===== config.mk =====
export PLATFORM = sky130hd
export DESIGN_NAME = zs_eval
export DESIGN_NICKNAME = d
export VERILOG_FILES = /design/src/rtl/zs_pkg.sv /design/src/rtl/zs_stack.sv /design/src/rtl/zs_alu.sv /design/src/rtl/zs_ctrl.sv /design/src/rtl/zs_eval.sv
export SDC_FILE = /design/constraint.sdc
export NUM_CORES = 1
export LEC_CHECK = 0
export BUFFER_PORTS_ARGS = -buffer_cell sky130_fd_sc_hd__buf_2
export CORE_MARGIN = 3
export CORE_UTILIZATION = 56
export DETAILED_ROUTE_END_ITERATION = 7
export GPL_ROUTABILITY_DRIVEN = 0
export GPL_TIMING_DRIVEN = 0
export HOLD_SLACK_MARGIN = 0.15
export PLACE_DENSITY = 0.74
export SLEW_MARGIN = 20
export SYNTH_ARGS = -nofsm -noshare
export SYNTH_HDL_FRONTEND = slang
export SYNTH_SLANG_ARGS = --single-unit

===== constraint.sdc =====
create_clock -name clk -period 10.9 [get_ports clk]
set_clock_uncertainty 0.05 [all_clocks]
set_input_delay 1.09 -clock clk [delete_from_list [all_inputs] [get_ports clk]]
set_output_delay 1.09 -clock clk [all_outputs]
set_load 0.02 [all_outputs]

===== src/rtl/zs_pkg.sv =====
package zs_pkg;

    parameter int ZS_DATA_W = 16;
    parameter int ZS_ADDR_W = 12;
    parameter int ZS_DEPTH  = 8;

    // instruction opcodes (encoding is part of the interface)
    typedef enum logic [1:0] {
        OP_LOAD  = 2'd0,
        OP_STORE = 2'd1,
        OP_ADD   = 2'd2,
        OP_SUB   = 2'd3
    } zs_op_e;

    // commands from the controller to the operand stack
    typedef enum logic [1:0] {
        STK_HOLD = 2'd0,
        STK_PUSH = 2'd1,
        STK_POP  = 2'd2,
        STK_FOLD = 2'd3   // drop two entries, push one
    } zs_stk_cmd_e;

    typedef enum logic {
        ST_IDLE = 1'b0,
        ST_MEM  = 1'b1
    } zs_state_e;

endpackage


===== src/rtl/zs_stack.sv =====
module zs_stack
    import zs_pkg::*;
#(
    parameter int DATA_W = ZS_DATA_W,
    parameter int DEPTH  = ZS_DEPTH
) (
    input  logic                         clk,
    input  logic                         rst_n,
    input  zs_stk_cmd_e                  cmd,
    input  logic [DATA_W-1:0]            wdata,
    output logic [DATA_W-1:0]            top,
    output logic [DATA_W-1:0]            second,
    output logic                         full,
    output logic                         empty,
    output logic                         has_two
);

    localparam int PTR_W = (DEPTH > 1) ? $clog2(DEPTH) : 1;
    localparam int CNT_W = $clog2(DEPTH + 1);

    typedef struct packed {
        logic [DEPTH-1:0][DATA_W-1:0] ent;
        logic [CNT_W-1:0]             cnt;
    } stk_t;

    stk_t stk_d, stk_q;

    logic [PTR_W-1:0] push_idx;
    logic [PTR_W-1:0] top_idx;
    logic [PTR_W-1:0] sec_idx;

    always_comb begin
        push_idx = PTR_W'(stk_q.cnt);
        top_idx  = PTR_W'(stk_q.cnt - CNT_W'(1));
        sec_idx  = PTR_W'(stk_q.cnt - CNT_W'(2));
        full     = (stk_q.cnt == CNT_W'(DEPTH));
        empty    = (stk_q.cnt == '0);
        has_two  = (stk_q.cnt >= CNT_W'(2));
        top      = stk_q.ent[top_idx];
        second   = stk_q.ent[sec_idx];
    end

    always_comb begin
        stk_d = stk_q;
        case (cmd)
            STK_PUSH: begin
                if (!full) begin
                    stk_d.ent[push_idx] = wdata;
                    stk_d.cnt           = stk_q.cnt + CNT_W'(1);
                end
            end
            STK_POP: begin
                if (!empty) begin
                    stk_d.cnt = stk_q.cnt - CNT_W'(1);
                end
            end
            STK_FOLD: begin
                if (has_two) begin
                    stk_d.ent[sec_idx] = wdata;
                    stk_d.cnt          = stk_q.cnt - CNT_W'(1);
                end
            end
            default: ;
        endcase
    end

    always_ff @(posedge clk or negedge rst_n) begin
        if (!rst_n) begin
            stk_q <= '0;
        end else begin
            stk_q <= stk_d;
        end
    end

endmodule


===== src/rtl/zs_alu.sv =====
module zs_alu #(
    parameter int DATA_W = 16
) (
    input  logic [DATA_W-1:0] lhs,   // second-from-top entry
    input  logic [DATA_W-1:0] rhs,   // top entry
    input  logic              sub,
    output logic [DATA_W-1:0] res
);

    always_comb begin
        if (sub) begin
            res = lhs - rhs;
        end else begin
            res = lhs + rhs;
        end
    end

endmodule


===== src/rtl/zs_ctrl.sv =====
module zs_ctrl
    import zs_pkg::*;
#(
    parameter int DATA_W = ZS_DATA_W,
    parameter int ADDR_W = ZS_ADDR_W
) (
    input  logic              clk,
    input  logic              rst_n,
    input  logic              instr_valid,
    input  logic [1:0]        instr_op,
    input  logic [ADDR_W-1:0] instr_addr,
    output logic              instr_ready,
    input  logic              stk_full,
    input  logic              stk_empty,
    input  logic              stk_has_two,
    input  logic [DATA_W-1:0] alu_res,
    input  logic [DATA_W-1:0] mem_rdata,
    output zs_stk_cmd_e       stk_cmd,
    output logic [DATA_W-1:0] stk_wdata,
    output logic              alu_sub,
    output logic              mem_rd,
    output logic              mem_wr,
    output logic [ADDR_W-1:0] mem_addr,
    output logic              ovf_flag,
    output logic              unf_flag
);

    typedef struct packed {
        zs_state_e         state;
        zs_op_e            op;
        logic [ADDR_W-1:0] addr;
        logic              ovf;
        logic              unf;
    } ctrl_t;

    ctrl_t  ctl_d, ctl_q;
    zs_op_e in_op;

    assign in_op = zs_op_e'(instr_op);

    always_comb begin
        ctl_d     = ctl_q;
        stk_cmd   = STK_HOLD;
        stk_wdata = alu_res;
        alu_sub   = (in_op == OP_SUB);
        case (ctl_q.state)
            ST_IDLE: begin
                if (instr_valid) begin
                    case (in_op)
                        OP_LOAD: begin
                            if (stk_full) begin
                                ctl_d.ovf = 1'b1;
                            end else begin
                                ctl_d.state = ST_MEM;
                                ctl_d.op    = in_op;
                                ctl_d.addr  = instr_addr;
                            end
                        end
                        OP_STORE: begin
                            if (stk_empty) begin
                                ctl_d.unf = 1'b1;
                            end else begin
                                ctl_d.state = ST_MEM;
                                ctl_d.op    = in_op;
                                ctl_d.addr  = instr_addr;
                            end
                        end
                        default: begin
                            if (!stk_has_two) begin
                                ctl_d.unf = 1'b1;
                            end else begin
                                stk_cmd = STK_FOLD;
                            end
                        end
                    endcase
                end
            end
            ST_MEM: begin
                ctl_d.state = ST_IDLE;
                if (ctl_q.op == OP_LOAD) begin
                    stk_cmd   = STK_PUSH;
                    stk_wdata = mem_rdata;
                end else begin
                    stk_cmd = STK_POP;
                end
            end
            default: ctl_d.state = ST_IDLE;
        endcase
    end

    always_ff @(posedge clk or negedge rst_n) begin
        if (!rst_n) begin
            ctl_q <= '{state: ST_IDLE, op: OP_LOAD, addr: '0, ovf: 1'b0, unf: 1'b0};
        end else begin
            ctl_q <= ctl_d;
        end
    end

    assign instr_ready = (ctl_q.state == ST_IDLE);
    assign mem_rd      = (ctl_q.state == ST_MEM) && (ctl_q.op == OP_LOAD);
    assign mem_wr      = (ctl_q.state == ST_MEM) && (ctl_q.op == OP_STORE);
    assign mem_addr    = ctl_q.addr;
    assign ovf_flag    = ctl_q.ovf;
    assign unf_flag    = ctl_q.unf;

endmodule


===== src/rtl/zs_eval.sv =====
module zs_eval
    import zs_pkg::*;
#(
    parameter int DATA_W = ZS_DATA_W,
    parameter int ADDR_W = ZS_ADDR_W,
    parameter int DEPTH  = ZS_DEPTH
) (
    input  logic              clk,
    input  logic              rst_n,
    input  logic              instr_valid,
    output logic              instr_ready,
    input  logic [1:0]        instr_op,
    input  logic [ADDR_W-1:0] instr_addr,
    output logic              mem_rd,
    output logic              mem_wr,
    output logic [ADDR_W-1:0] mem_addr,
    output logic [DATA_W-1:0] mem_wdata,
    input  logic [DATA_W-1:0] mem_rdata,
    output logic              ovf_flag,
    output logic              unf_flag
);

    zs_stk_cmd_e       stk_cmd;
    logic [DATA_W-1:0] stk_wdata;
    logic [DATA_W-1:0] stk_top;
    logic [DATA_W-1:0] stk_second;
    logic              stk_full;
    logic              stk_empty;
    logic              stk_has_two;
    logic [DATA_W-1:0] alu_res;
    logic              alu_sub;

    zs_stack #(
        .DATA_W (DATA_W),
        .DEPTH  (DEPTH)
    ) i_stack (
        .clk     (clk),
        .rst_n   (rst_n),
        .cmd     (stk_cmd),
        .wdata   (stk_wdata),
        .top     (stk_top),
        .second  (stk_second),
        .full    (stk_full),
        .empty   (stk_empty),
        .has_two (stk_has_two)
    );

    zs_alu #(
        .DATA_W (DATA_W)
    ) i_alu (
        .lhs (stk_second),
        .rhs (stk_top),
        .sub (alu_sub),
        .res (alu_res)
    );

    zs_ctrl #(
        .DATA_W (DATA_W),
        .ADDR_W (ADDR_W)
    ) i_ctrl (
        .clk         (clk),
        .rst_n       (rst_n),
        .instr_valid (instr_valid),
        .instr_op    (instr_op),
        .instr_addr  (instr_addr),
        .instr_ready (instr_ready),
        .stk_full    (stk_full),
        .stk_empty   (stk_empty),
        .stk_has_two (stk_has_two),
        .alu_res     (alu_res),
        .mem_rdata   (mem_rdata),
        .stk_cmd     (stk_cmd),
        .stk_wdata   (stk_wdata),
        .alu_sub     (alu_sub),
        .mem_rd      (mem_rd),
        .mem_wr      (mem_wr),
        .mem_addr    (mem_addr),
        .ovf_flag    (ovf_flag),
        .unf_flag    (unf_flag)
    );

    assign mem_wdata = stk_top;

endmodule


[After elaboration in Yosys (flattened, before gate mapping)]
Index checks and enable logic that the tools add are counted.
Widths: inputs -> output; s select.
Storage, ports and cells
  input bits: 33
  memories kept: 0
  bits in writable memories: 0
  bits in latches: 0
  memory bits (read-only): 0
  output and inout port bits: 33
  register bits: 149
Operators by class
  eq/ne operators: 14
  shifts and indexed selects: 0
  add/sub/neg operators: 5
  reduce and logical (&&, ||, !) cells: 16
  order comparisons: 6
  multiply operators: 0
  bitwise gates (word level): 2
  div/mod/pow operators: 0
  muxes and demuxes: 33
Operators with widths (count)
  $mux 132: 2
  $bwmux 128: 2
  $pmux 128 s2: 1
  $mux 16: 7
  $bmux 16 s3: 2
  $demux 16 s3: 2
  $mux 15: 2
  $pmux 15 s2: 1
  $mux 17: 1
  $add 16x16->16: 1
  $sub 16x16->16: 1
  $lt 3x4->1 const B: 3
  $pmux 4 s3: 1
  $ne 2x2->1 const B: 5
  $reduce_and 5->1: 2
  $mux 2: 4
  $reduce_and 4->1: 2
  $eq 2x1->1 const B: 3
  $eq 2x2->1 const B: 3
  $ge 3x1->1 const B: 2
  $add 4x1->4 const B: 1
  $eq 4x4->1 const B: 1
  $ge 4x2->1 const B: 1
  $logic_and 1x1->1: 4
  other kinds (14): 22

[Logic depth before layout (Yosys ltp)]
  depth after elaboration: 10
  depth in mapped cells: 22
  gate-level depth less buffers: 18

[By module]
A second synthesis with hierarchy kept.
Second synthesis, totals
  cell total of the unflattened synthesis: 678
  area, all modules: 9565.4 um2
By module, submodules not included
  zs_stack: sequential area each 3303.2 um2, area an instance 7489.7 um2, cells an instance 432, instances 1
  zs_ctrl: sequential area each 425.4 um2, area an instance 1086.0 um2, cells an instance 110, instances 1
  zs_alu: sequential area each 0.0 um2, area an instance 989.7 um2, cells an instance 136, instances 1

[Worst setup path before layout]
OpenSTA, ideal clock, no wires.
  path kind: flip-flop to flip-flop
  start point: reg i_stack.stk_q (netlist bit i_stack.push_idx[1])
  end point: reg i_stack.stk_q[19] (netlist name)
  data arrival time: 5.354 ns
  cell stages (with the launch flop): 21
  required time: 10.719 ns
  setup time: 0.131 ns
  slack: 5.364 ns
  path buffers: 4
  cell sequence: dfrtp_1 -> clkbuf_1 -> buf_1 -> inv_1 -> ha_1 -> xor2_2 -> buf_4 -> buf_1 -> mux2i_1 -> ha_1 -> o21ai_0 -> nor4_1 -> a21oi_1 -> xnor2_1 -> ha_1 -> a21o_1 -> nor3_1 -> o211ai_1 -> a41oi_1 -> nor4b_1 -> or3_1
On the way
  longest elaborated chain between the ends: 10
  elaborated cells between the ends (all ways): 38
  classes of those cells: add/sub: 4; order compare: 5; eq/ne: 5; mux: 20; reduce/logical: 4
RTL lines
  start: declaration: line zs_stack.sv:26  | stk_t stk_d, stk_q;
  start signal: assignment: line zs_stack.sv:71  | stk_q <= stk_d;
  $sub 4x1->4 / $sub 3x2->3 (equally long branches)
  $bmux 16 s3 (on tied branches): line zs_stack.sv:39, zs_stack.sv:40
  $mux 16 (on tied branches): line zs_stack.sv:39, zs_stack.sv:40
  $add 16x16->16 / $sub 16x16->16 (equally long branches): line zs_alu.sv:14, zs_alu.sv:12
  $mux 16: line zs_alu.sv:11  | if (sub) begin
  $mux 16: line zs_ctrl.sv:80  | if (ctl_q.op == OP_LOAD) begin
  $mux 16: line zs_ctrl.sv:46  | case (ctl_q.state)
  $bwmux 128 (on tied branches): line zs_stack.sv:59, zs_stack.sv:48
  $mux 132 (on tied branches): line zs_stack.sv:58, zs_stack.sv:47
  $pmux 128 s2: line zs_stack.sv:45  | case (cmd)
Several ways; a longest one is shown, not always the timed one. The select of a mux whose other input is x is not followed.
A chain may end at the register's enable or synchronous reset.

[Final worst setup path]
Same ends and word-level chain as after synthesis.

==> impl_metrics.tcl <==
set metrics [dict create \
    use_met3_pct 11.7 \
    start_kind "flop" \
    synth-async-reset-ratio_pct 100 \
    finalCriticalPeriod_ps 8620 \
    cts_buffers 17 \
    clk_path_buf_depth 2 \
    via_per_inst 6.70 \
    synth_cell_type_count 62 \
    root_buffer "clkbuf_16" \
    area_growth_pct 12.8 \
    clock.fmax_ghz 0.116 \
    synthTopCellsByArea "dfrtp_1, mux4_2, nand2_1, o21ai_0, ha_1" \
    vias 8785 \
    synth-edff-count 0 \
    antenna_left 0 \
    synth_top_area_share_pct 38.9 \
    arrival_ps 8900 \
    groute.usage.overall_pct 34.9 \
    netlist_area_um2 9580 \
    grt_max_degree 83 \
    setup_viol 0 \
    dieArea_um2 18700 \
    grt_pass1_vias 8232 \
    start_util_pct 57.5 \
    io_buffers 65 \
    rsz0062_at_grt "false" \
    worst-setup-path-type "reg -> reg" \
    run_status "complete, no violations" \
    hold_viol_final 0 \
    antennaDiodeCount 0 \
    yosys.area.top_type "dfrtp_1" \
    first_iter_violations 1105 \
    ctsResizeCount 0 \
    num_rows 47 \
    yosysWarningCount 0 \
    coreArea_um2 16600 \
    die_w_um 137 \
    drc 0 \
    insertion_delay_ps 440 \
    cap_violations 0 \
    post-cts-setup-buffer-count 0 \
    clock-sinks 149 \
    crit_path_max_fanout 10 \
    grt_use_met1_pct 47.8 \
    syn_avg_cell_area_um2 9.63 \
    final_nets 1137 \
    globalRouteMet2Util_pct 50.2 \
    finalCritPeriodShare_pct 79.1 \
    cts_tree "built" \
    h-tree-depth 4 \
    post-dp-hpwl_mm 21.7 \
    syn_inst 994 \
    first_pass_iters 8 \
    synthFlopType "dfrtp_1" \
    drv_slew 0 \
    path_clk_slew_ps 70 \
    grt_pass1_wl_mm 48.1 \
    reg2reg_slack_ps 2280 \
    hold_class "reg -> reg" \
    syn-num-nets 1052 \
    setup_tns_ps 0 \
    antenna_found_initial 1 \
    ys_seq_area_share_pct 38.9 \
    finalWirelength_mm 31.7 \
    synth_seq_cells 149 \
    dieHeight_um 137 \
    grt.busiest_layer "met2" \
    hold_buffers 0 \
    drive_above_1_share_pct 19.7 \
    post_drt_wl_per_cell_um 24.2 \
    grt_overflow_total 0 \
    cp.required_ps 11170 \
    tightest_slew_ps 1080 \
    slew_headroom_pct 28.0 \
    endpoint_kind "flop" \
    boundaryPins 66 \
]
[synthesized netlist by cell type (all sizes together) (15+ instances only)]
cell type	number
clkbuf	47
xnor2	22
o21ai	140
dfrtp	149
ha	24
nor3	17
a21oi	39
nor2	60
mux4	66
buf	34
inv	24
mux2i	15
nand2	205
nand3	26
or4	23
[worst max-delay path: stages (launching register included)]
cell and delay (ps):
dfrtp_1 420, clkbuf_1 660, buf_1 870, inv_1 290
ha_1 350, xor2_2 660, buf_4 400, buf_1 630
mux2i_1 420, ha_1 250, o21ai_0 230, nor4_1 740
a21oi_1 170, xnor2_1 170, ha_1 400, a21o_1 260
nor3_1 130, o211ai_1 170, a41oi_1 720, nor4b_1 120
or3_1 360
[per-layer routing]
layer	up-vias	wire length, um
met4	2	1630
met2	677	13800
met5	-	13
li1	3737	-
met3	123	4190
met1	4246	12000
[flip-flops by register name (all words and copies together) (netlist names)]
register          cells
i_stack.push_idx      3
i_stack.stk_q       129
i_ctrl.mem_addr      12
i_ctrl.ovf_flag       1
i_ctrl.unf_flag       1
i_ctrl.ctl_q          3
[worst paths after layout]
check	start	endpoint	cells past startpoint
worst max-delay path	i_stack.push_idx[1]$_DFFE_PN0P_	i_stack.stk_q[19]$_DFFE_PN0P_	20
worst min-delay path	i_ctrl.mem_addr[5]$_DFFE_PN0P_	i_ctrl.mem_addr[5]$_DFFE_PN0P_	2
worst max register to register	i_stack.push_idx[1]$_DFFE_PN0P_	i_stack.stk_q[19]$_DFFE_PN0P_	20
worst min register to register	i_ctrl.mem_addr[5]$_DFFE_PN0P_	i_ctrl.mem_addr[5]$_DFFE_PN0P_	2
max in group asynchronous	rst_n	i_stack.stk_q[22]$_DFFE_PN0P_	2
min in group asynchronous	rst_n	i_stack.stk_q[16]$_DFFE_PN0P_	1
[per-stage QoR]
stage / setup WS, ps / hold slack (ps) / cell area, um^2 / std cells / util (%)
6_report: 2280 / 426 / 10800 / 1312 / 64.9
5_1_grt: 2140 / 457 / 10800 / 1312 / 64.9
4_1_cts: 2710 / 431 / 10800 / 1312 / 64.9
3_5_place_dp: 2740 / 413 / 10200 / 1280 / 61.4
3_3_place_gp: 2740 / 407 / 10200 / 1279 / 61.1
2_1_floorplan: 5360 / 397 / 9580 / 994 / -
[layout by cell type, fill, tap and decap left out, types with 17 or more instances in the layout]
cell         n
nand2_1    204
clkbuf_16   17
a21oi_1     39
mux4_2      62
or4_1       23
clkbuf_1    47
nand3_1     26
dfrtp_1    149
xnor2_1     22
o21ai_0    135
inv_1       23
ha_1        24
buf_2       68
nor2_1      60
[logic make-up after synthesis]
group / synth area share (%)
flip-flops: 38.9
XOR/XNOR: 2.72
buffers and inverters: 5.28
AO/OA/AOI/OAI: 12.6
multiplexers: 19.2
adder cells (fa/ha/maj): 3.35
AND/OR/NAND/NOR: 17.9
[cell type report]
cell class              instances  area [um^2]
flip-flops and latches        149         3730
clock inverters                15          163
multi-input cells             740         5340
inverters                      24         90.1
well taps                     220          275
fillers                      1395         5840
plain buffers                  81          418
repair buffers                 66          363
clock buffers                  17          425
Power is left out: the tool's default activity adds up to more than one toggle a clock period on the data nets, which glitch-free logic cannot reach.
